===== src/rtl/sdr_colgen_pkg.sv =====
package sdr_colgen_pkg;
  localparam int LEN_CODE_W = 3;
  localparam logic [LEN_CODE_W-1:0] LEN_ONE  = 3'd0;
  localparam logic [LEN_CODE_W-1:0] LEN_TWO  = 3'd1;
  localparam logic [LEN_CODE_W-1:0] LEN_FOUR = 3'd2;
  localparam logic [LEN_CODE_W-1:0] LEN_EIGHT = 3'd3;
  localparam logic [LEN_CODE_W-1:0] LEN_PAGE = 3'd7;

  typedef enum logic {ORD_COUNT = 1'b0, ORD_XOR = 1'b1} order_e;
endpackage


===== src/rtl/colgen_len_dec.sv =====
module colgen_len_dec
  import sdr_colgen_pkg::*;
#(
  parameter int COL_W = 8
) (
  input  logic [LEN_CODE_W-1:0] len_code,
  input  logic                  is_write,
  input  logic                  single_wr,
  output logic [COL_W-1:0]      wrap_mask,
  output logic                  page_mode
);
  always_comb begin
    wrap_mask = '0;
    page_mode = 1'b0;
    if (!(single_wr && is_write)) begin
      unique case (len_code)
        LEN_TWO:   wrap_mask = COL_W'(1);
        LEN_FOUR:  wrap_mask = COL_W'(3);
        LEN_EIGHT: wrap_mask = COL_W'(7);
        LEN_PAGE: begin
          wrap_mask = '1;
          page_mode = 1'b1;
        end
        default:   wrap_mask = '0;
      endcase
    end
  end
endmodule


===== src/rtl/colgen_addr_order.sv =====
module colgen_addr_order
  import sdr_colgen_pkg::*;
#(
  parameter int COL_W = 8
) (
  input  logic [COL_W-1:0] base_col,
  input  logic [COL_W-1:0] beat_idx,
  input  logic [COL_W-1:0] wrap_mask,
  input  order_e           order,
  output logic [COL_W-1:0] beat_col
);
  logic [COL_W-1:0] low_part;

  always_comb begin
    if (order == ORD_XOR) low_part = base_col ^ beat_idx;
    else                  low_part = base_col + beat_idx;
    beat_col = (base_col & ~wrap_mask) | (low_part & wrap_mask);
  end
endmodule


===== src/rtl/sdr_col_sequencer.sv =====
module sdr_col_sequencer
  import sdr_colgen_pkg::*;
#(
  parameter int COL_W = 8
) (
  input  logic                  clk,
  input  logic                  rst,
  input  logic                  start,
  input  logic [COL_W-1:0]      start_col,
  input  logic [LEN_CODE_W-1:0] len_code,
  input  logic                  order_xor,
  input  logic                  is_write,
  input  logic                  single_wr,
  input  logic                  term,
  output logic [COL_W-1:0]      col_out,
  output logic                  busy,
  output logic                  last_beat
);
  logic [COL_W-1:0] dec_mask;
  logic             dec_page;
  logic [COL_W-1:0] base_q, mask_q, idx_q, col_q, nxt_idx, nxt_col;
  logic             page_q, busy_q, last_q;
  order_e           ord_q;

  colgen_len_dec #(.COL_W(COL_W)) len_dec_i (
    .len_code (len_code),
    .is_write (is_write),
    .single_wr(single_wr),
    .wrap_mask(dec_mask),
    .page_mode(dec_page)
  );

  assign nxt_idx = idx_q + COL_W'(1);

  colgen_addr_order #(.COL_W(COL_W)) order_i (
    .base_col (base_q),
    .beat_idx (nxt_idx),
    .wrap_mask(mask_q),
    .order    (ord_q),
    .beat_col (nxt_col)
  );

  always_ff @(posedge clk) begin
    if (rst) begin
      base_q <= '0;
      mask_q <= '0;
      idx_q  <= '0;
      col_q  <= '0;
      page_q <= 1'b0;
      busy_q <= 1'b0;
      last_q <= 1'b0;
      ord_q  <= ORD_COUNT;
    end else if (start) begin
      base_q <= start_col;
      mask_q <= dec_mask;
      idx_q  <= '0;
      col_q  <= start_col;
      page_q <= dec_page;
      busy_q <= 1'b1;
      last_q <= !dec_page && (dec_mask == '0);
      ord_q  <= (order_xor && !dec_page) ? ORD_XOR : ORD_COUNT;
    end else if (busy_q && (term || last_q)) begin
      busy_q <= 1'b0;
      last_q <= 1'b0;
    end else if (busy_q) begin
      idx_q  <= nxt_idx;
      col_q  <= nxt_col;
      last_q <= !page_q && (nxt_idx == mask_q);
    end
  end

  assign col_out   = col_q;
  assign busy      = busy_q;
  assign last_beat = last_q;
endmodule


===== config.mk =====
export PLATFORM = sky130hd
export DESIGN_NAME = sdr_col_sequencer
export DESIGN_NICKNAME = d
export VERILOG_FILES = /design/src/rtl/sdr_colgen_pkg.sv /design/src/rtl/colgen_len_dec.sv /design/src/rtl/colgen_addr_order.sv /design/src/rtl/sdr_col_sequencer.sv
export SDC_FILE = /design/constraint.sdc
export NUM_CORES = 1
export LEC_CHECK = 0
export ABC_AREA = 0
export BUFFER_PORTS_ARGS = -buffer_cell sky130_fd_sc_hd__buf_4
export CAP_MARGIN = 20
export CORE_MARGIN = 2
export CORE_UTILIZATION = 51
export CTS_BUF_LIST = sky130_fd_sc_hd__clkbuf_4 sky130_fd_sc_hd__clkbuf_8 sky130_fd_sc_hd__clkbuf_16
export DETAILED_ROUTE_END_ITERATION = 16
export GPL_ROUTABILITY_DRIVEN = 0
export PLACE_DENSITY = 0.73
export SYNTH_ARGS = -nofsm -noshare
export SYNTH_HDL_FRONTEND = slang
export SYNTH_SLANG_ARGS = --single-unit

===== constraint.sdc =====
create_clock -name clk -period 2.1 [get_ports clk]
set_input_delay 0.105 -clock clk [delete_from_list [all_inputs] [get_ports clk]]
set_output_delay 0.105 -clock clk [all_outputs]
set_load 0.02 [all_outputs]

==> impl_metrics.csv, run 1 <==
group,metric,value,unit
sta,fin_crit_sh,1.04,
setup_path,cp.buffers_inverters,0,
setup_path,cp-end-kind,"flop",
final_layout,fin_util,0.727,
place,io_buffer_count,27,
cts,clockBufferDepth,2,
final_layout,most-common-layout-cells,"buf_4, nand2_1, dfxtp_1, nor2_1, a21oi_1",
die,die_area,4360,µm²
cts,htreeDepth,2,
global_route,grt_use_total,0.266,
sta,drv_slew,0,
die,initial_core_util,0.532,
global_route,antenna_found_initial,0,
final_layout,fillers,290,
final_layout,final_common_cell,"buf_4",
drt,drt_iter0_drc,88,
global_route,grt_pass1_wl,8.76,mm
setup_path,cpMaxStageDelayCell,"dfxtp_4",
synthesis,synth_top_area_cell,"dfxtp_1",
worst_hold_path,hp-class,"in -> reg",
global_route,grt_max_degree,26,
synthesis,syn-num-nets,272,
synthesis,synth_cells,243,
flow_run,maxCapViolations,0,
setup_path,crit_path_start_kind,"flop",
synthesis,synth_top_area_frac,0.327,
outcome,failed_checks,"negative setup slack",
setup_path,cp_cell_sequence,"ha_4, xor2_4, ha_4, a21o_1, a21o_1, a2111oi_2, a41o_1, a211o_1, a21oi_1",
place,dp_hpwl,3.67,mm
sta,finalClockSkew,0.00543,ns
cts,cts-buffers-inserted,5,
drt,viasPerCell,5.81,
sta,maxSlewHeadroom,0.672,
final_layout,final_area,2680,µm²
final_layout,drive_gt1_frac,0.336,
setup_path,path_max_fanout,4,
sta,hold_violations,0,
outcome,run_status,"finished with violations",
setup_path,crit_path_max_incr_delay,0.38,ns
place,pre_cts_slack,-0.0871,ns
final_layout,syn2layout_area_growth,36.7,%
setup_path,critPathTopFamily,"compound AO/OA/AOI/OAI gates",
synthesis,synth_area_leaders,"dfxtp_1, a21oi_1, ha_1",
cts,tritoncts,"built",
synthesis,ys_warn_count,0,
setup_path,arrival,2.36,ns
sta,rsz0062_at_grt,"yes",
die,core,3690,µm²
die,fp.dieW,66.0,µm
drt,wirelength,5.40,mm
die,rows,22,
power,cellLeakagePower,1.13,nW
global_route,grt_pass1_vias,1888,
die,ioPinCount,28,
synthesis,yosys_most_used_dff,"dfxtp_1",
sta,setup_violations,2,
drt,dr.pass1.iters,4,
final_layout,fin_cells,340,
global_route,grt.overflow.total,0,
power,peakVddDrop,372,µV
synthesis,ys_seq_area_frac,0.327,
synthesis,synthArstFlopShare,0,
cts,clock_sinks,32,
sta,fmax,0.460,GHz
cts,root_buffer,"clkbuf_8",
drt,wl_per_cell,15.9,µm
final_layout,antennaDiodeCount,0,
cts,holdBufCountCts,0,
synthesis,syn_area,1960,µm²
final_layout,nets,320,
place,placed_cell_area,2340,µm²
drt,drtAntennaViolNets,0,
synthesis,synth_edf_count,0,
setup_path,crit_type,"reg -> reg",
synthesis,ys_ff_latch,32,
drt,drc,0,
place,dpl.cell_count,325,
die,die_h,66.0,µm
sta,fin_ws,-0.0740,ns
synthesis,avgSynthCellArea,8.07,µm²
setup_path,crit_required,2.28,ns
power,p_per_area,539,nW/µm²
synthesis,synth.distinct_cells,50,
cts,clk_latency,0.29,ns
drt,via_count,1975,
cts,path_clk_slew,0.07,ns
sta,worst_slew_pin_slew,0.492,ns
sta,post-route-min-period,2.17,ns
-- cells in the mapped netlist, drive strengths merged, types with 3 or more instances --
master and number:
a211o 4, a21o 4, a21oi 26, a31oi 4, buf 9, clkbuf 4, dfxtp 32, ha 10
inv 6, mux2i 10, nand2 34, nand3 7, nor2 25, nor2b 3, nor3 7, o21ai 12
xnor2 7, xor2 9
-- cell type report --
type	instances	area, µm²	share of cell area
clock buffers	7	101	0.0378
clock inverters	1	5.00	0.00187
inverters	7	26.3	0.00980
multi-input cells	191	1430	0.531
flip-flops and latches	32	654	0.244
well taps	48	60.1	0.0224
repair buffers	54	409	0.153
-- state kept, by name (all words and copies together), names as in the netlist --
register   cells
page_q         1
idx_q          8
mask_q         4
col_out        8
last_beat      1
base_q         8
busy           1
ord_q          1
-- per-stage QoR --
stage          power (W)  setup TNS [ns]  hold slack [ns]
6_report         0.00144          -0.136           0.0553
5_1_grt          0.00151          -0.484           0.0821
4_1_cts          0.00144         -0.0754           0.0575
3_5_place_dp    0.000886          -0.166            0.360
3_3_place_gp    0.000882         -0.0437            0.346
2_1_floorplan   0.000799               0            0.249
-- layer usage --
metal	vias up	track usage	wire length, µm
li1	959	-	-
met5	-	0	0
met2	61	0.434	2640
met3	18	0.0477	211
met1	937	0.335	2390
met4	0	0.133	157
-- kinds of logic after synthesis --
| family | share of synthesized area |
|---|---|
| compound gates | 0.232 |
| xor+xnor | 0.0714 |
| fa+ha+maj | 0.0740 |
| buf+inv | 0.0491 |
| mux | 0.0510 |
| flops | 0.327 |
| simple gates | 0.196 |
-- where the power goes --
| group | leakage (nW) | internal, W | switching, W |
|---|---|---|---|
| combinational | 0.804 | 0.000106 | 0.000118 |
| sequential | 0.266 | 0.000631 | 0.0000295 |
| clock | 0.0568 | 0.000317 | 0.000243 |
-- path summary, 6_finish.rpt --
path / startpoint / end / slack, ns / depth (start not counted)
max: idx_q[0] / col_out[6] / -0.07 / 9
min reg2reg: page_q / page_q / 0.51 / 2
min: start_col[1] / col_out[1] / 0.06 / 3
max reg2reg: idx_q[0] / col_out[6] / -0.07 / 9
-- tightest hold or removal path, stage by stage --
cell     delay (ns)
buf_4          0.08
a21oi_1        0.06
nor2_1         0.07
-- what timing repair did --
action,4_1_cts,5_1_grt
gates resized for setup,15,17
setup endpoints to repair,3,5
buffers inserted,4,3
gates cloned,0,0
pin swaps,11,16
Note: power is estimated with default switching activity, not from simulation.
==> inputs of run 2 (changes only) <==
==> constraint.sdc (replaced) <==
create_clock -name clk -period 2.1 [get_ports clk]
set_input_delay 0.525 -clock clk [delete_from_list [all_inputs] [get_ports clk]]
set_output_delay 0.525 -clock clk [all_outputs]
set_load 0.02 [all_outputs]
==> impl_metrics.csv, run 2 (synthesized netlist as in run 1, its figures left out) <==
group,metric,value,unit
setup_path,r2r-end,"col_out[6]",
sta,fin_ws,-0.0788,ns
worst_hold_path,hp-class,"reg -> reg",
power,pwr-share-comb,0.156,
die,die_h,66.0,µm
setup_path,crit_path_end,"col_out[6]",
setup_path,ff2ff_setup_slack,-0.08,ns
drt,viasPerCell,5.74,
global_route,grt_max_degree,25,
sta,fin_setup_tns,-0.0813,ns
cts,root_buffer,"clkbuf_8",
final_layout,regArea,652,µm²
drt,drt_iter0_drc,97,
power,p_per_area,552,nW/µm²
sta,maxSlewHeadroom,0.740,
final_layout,most-common-layout-cells,"buf_4, nand2_1, dfxtp_1, nor2_1, a21oi_1",
sta,rsz0062_at_grt,"yes",
power,p_sw,0.000380,W
place,io_buffer_count,27,
sta,fin_crit_sh,1.04,
sta,fmax,0.459,GHz
die,rows,22,
cts,clock_sinks,32,
drt,drtAntennaViolNets,0,
drt,dr.pass1.iters,4,
drt,wl_per_cell,15.5,µm
drt,drc,0,
global_route,grt_pass1_wl,8.49,mm
cts,cts-buffers-inserted,5,
final_layout,drive_gt1_frac,0.313,
power,seqPwrFrac,0.461,
drt,wirelength,5.20,mm
cts,htreeDepth,2,
setup_path,path_max_fanout,6,
final_layout,syn2layout_area_growth,32.5,%
power,peakVddDrop,415,µV
setup_path,crit_path_start_kind,"flop",
flow_run,maxCapViolations,0,
outcome,failed_checks,"negative setup slack",
final_layout,final_common_cell,"buf_4",
sta,worst_slew_pin_slew,0.389,ns
sta,hold_violations,0,
place,dp_hpwl,3.67,mm
setup_path,crit_path_start,"idx_q[1]",
sta,drv_slew,0,
outcome,run_status,"finished with violations",
final_layout,multi_input_area,1380,µm²
die,initial_core_util,0.532,
setup_path,cp-end-kind,"flop",
setup_path,arrival,2.40,ns
die,die_area,4360,µm²
global_route,grt.overflow.total,0,
drt,via_count,1929,
global_route,grt_pass1_vias,1818,
cts,path_clk_slew,0.07,ns
sta,setup_violations,2,
global_route,antenna_found_initial,0,
global_route,grt_use_total,0.257,
die,fp.dieW,66.0,µm
die,ioPinCount,28,
cts,clockBufferDepth,2,
setup_path,reg2reg_from,"idx_q[1]",
power,p_sw_frac,0.264,
die,core,3690,µm²
setup_path,crit_type,"reg -> reg",
setup_path,reg2regPathDepth,9,
setup_path,crit_required,2.32,ns
final_layout,fillers,306,
cts,clk_latency,0.28,ns
final_layout,nets,316,
power,p_int,0.00106,W
cts,tritoncts,"built",
sta,finalClockSkew,0.00700,ns
power,cellLeakagePower,1.11,nW
place,pre_cts_slack,-0.159,ns
power,clockPowerShare,0.383,
final_layout,antennaDiodeCount,0,
sta,post-route-min-period,2.18,ns
run 2: cell count changes in the layout (fill, tap and decap cells not counted), sizes merged:
cell	change
buf	-4
run 2: how the worst min path moves through the flow:
stage	end	from	cells past startpoint
floorplan	page_q	page_q	2
global placement	page_q	page_q	2
detailed placement	page_q	page_q	2
global route	col_out[2]	start_col[2]	3
CTS	page_q	page_q	2
finish	page_q	page_q	2
run 2: layout make-up:
type / instances / share of cell area
tap: 48 / 0.0231
clock inverter: 1 / 0.00192
inverter: 7 / 0.0101
timing repair buffer: 50 / 0.144
sequential: 32 / 0.251
multi-input combinational: 191 / 0.531
clock buffer: 7 / 0.0390
run 2: per-layer routing:
layer  wire length, µm  GRT usage  vias to the layer above  part of all wire
met5                 0          0                        -                 0
met3               236     0.0460                        9             0.045
met4                87     0.0689                        0             0.017
met2              2560      0.433                       52              0.49
li1                  -          -                      950                 -
met1              2320      0.339                      918              0.45
run 2: through the flow:
step / power, W / util / cells / hold slack, ns / cell area [µm²]
floorplan: 0.000799 / - / 243 / 0.446 / 1990
finish: 0.00144 / 0.705 / 336 / 0.485 / 2600
detailed placement: 0.000889 / 0.635 / 326 / 0.461 / 2340
global route: 0.00151 / 0.705 / 336 / 0.494 / 2600
global placement: 0.000886 / 0.635 / 326 / 0.462 / 2340
CTS: 0.00143 / 0.689 / 336 / 0.480 / 2540
run 2: power by group through the flow:
stage | Clock [W] | Combinational (W) | Sequential, W
6_report | 0.000550 | 0.000224 | 0.000662
5_1_grt | 0.000593 | 0.000247 | 0.000666
4_1_cts | 0.000550 | 0.000218 | 0.000661
3_5_place_dp | 0 | 0.000214 | 0.000675
3_3_place_gp | 0 | 0.000211 | 0.000675
2_1_floorplan | 0 | 0.000118 | 0.000682
run 2: critical path, cell delays in order (launching register included):
cell	delay, ns
dfxtp_4	0.38
ha_4	0.19
nand3_4	0.11
nor2_4	0.11
xor2_2	0.19
ha_2	0.35
a31oi_1	0.21
o221ai_1	0.17
a211o_1	0.25
a21oi_1	0.14
run 2: what timing repair did:
action	in CTS	in global routing
hold endpoints to repair	0	0
endpoints found under the setup margin	3	5
gates cloned	0	0
buffers inserted	2	0
hold buffers	0	0
gates resized for setup	16	9
pin swaps	5	12
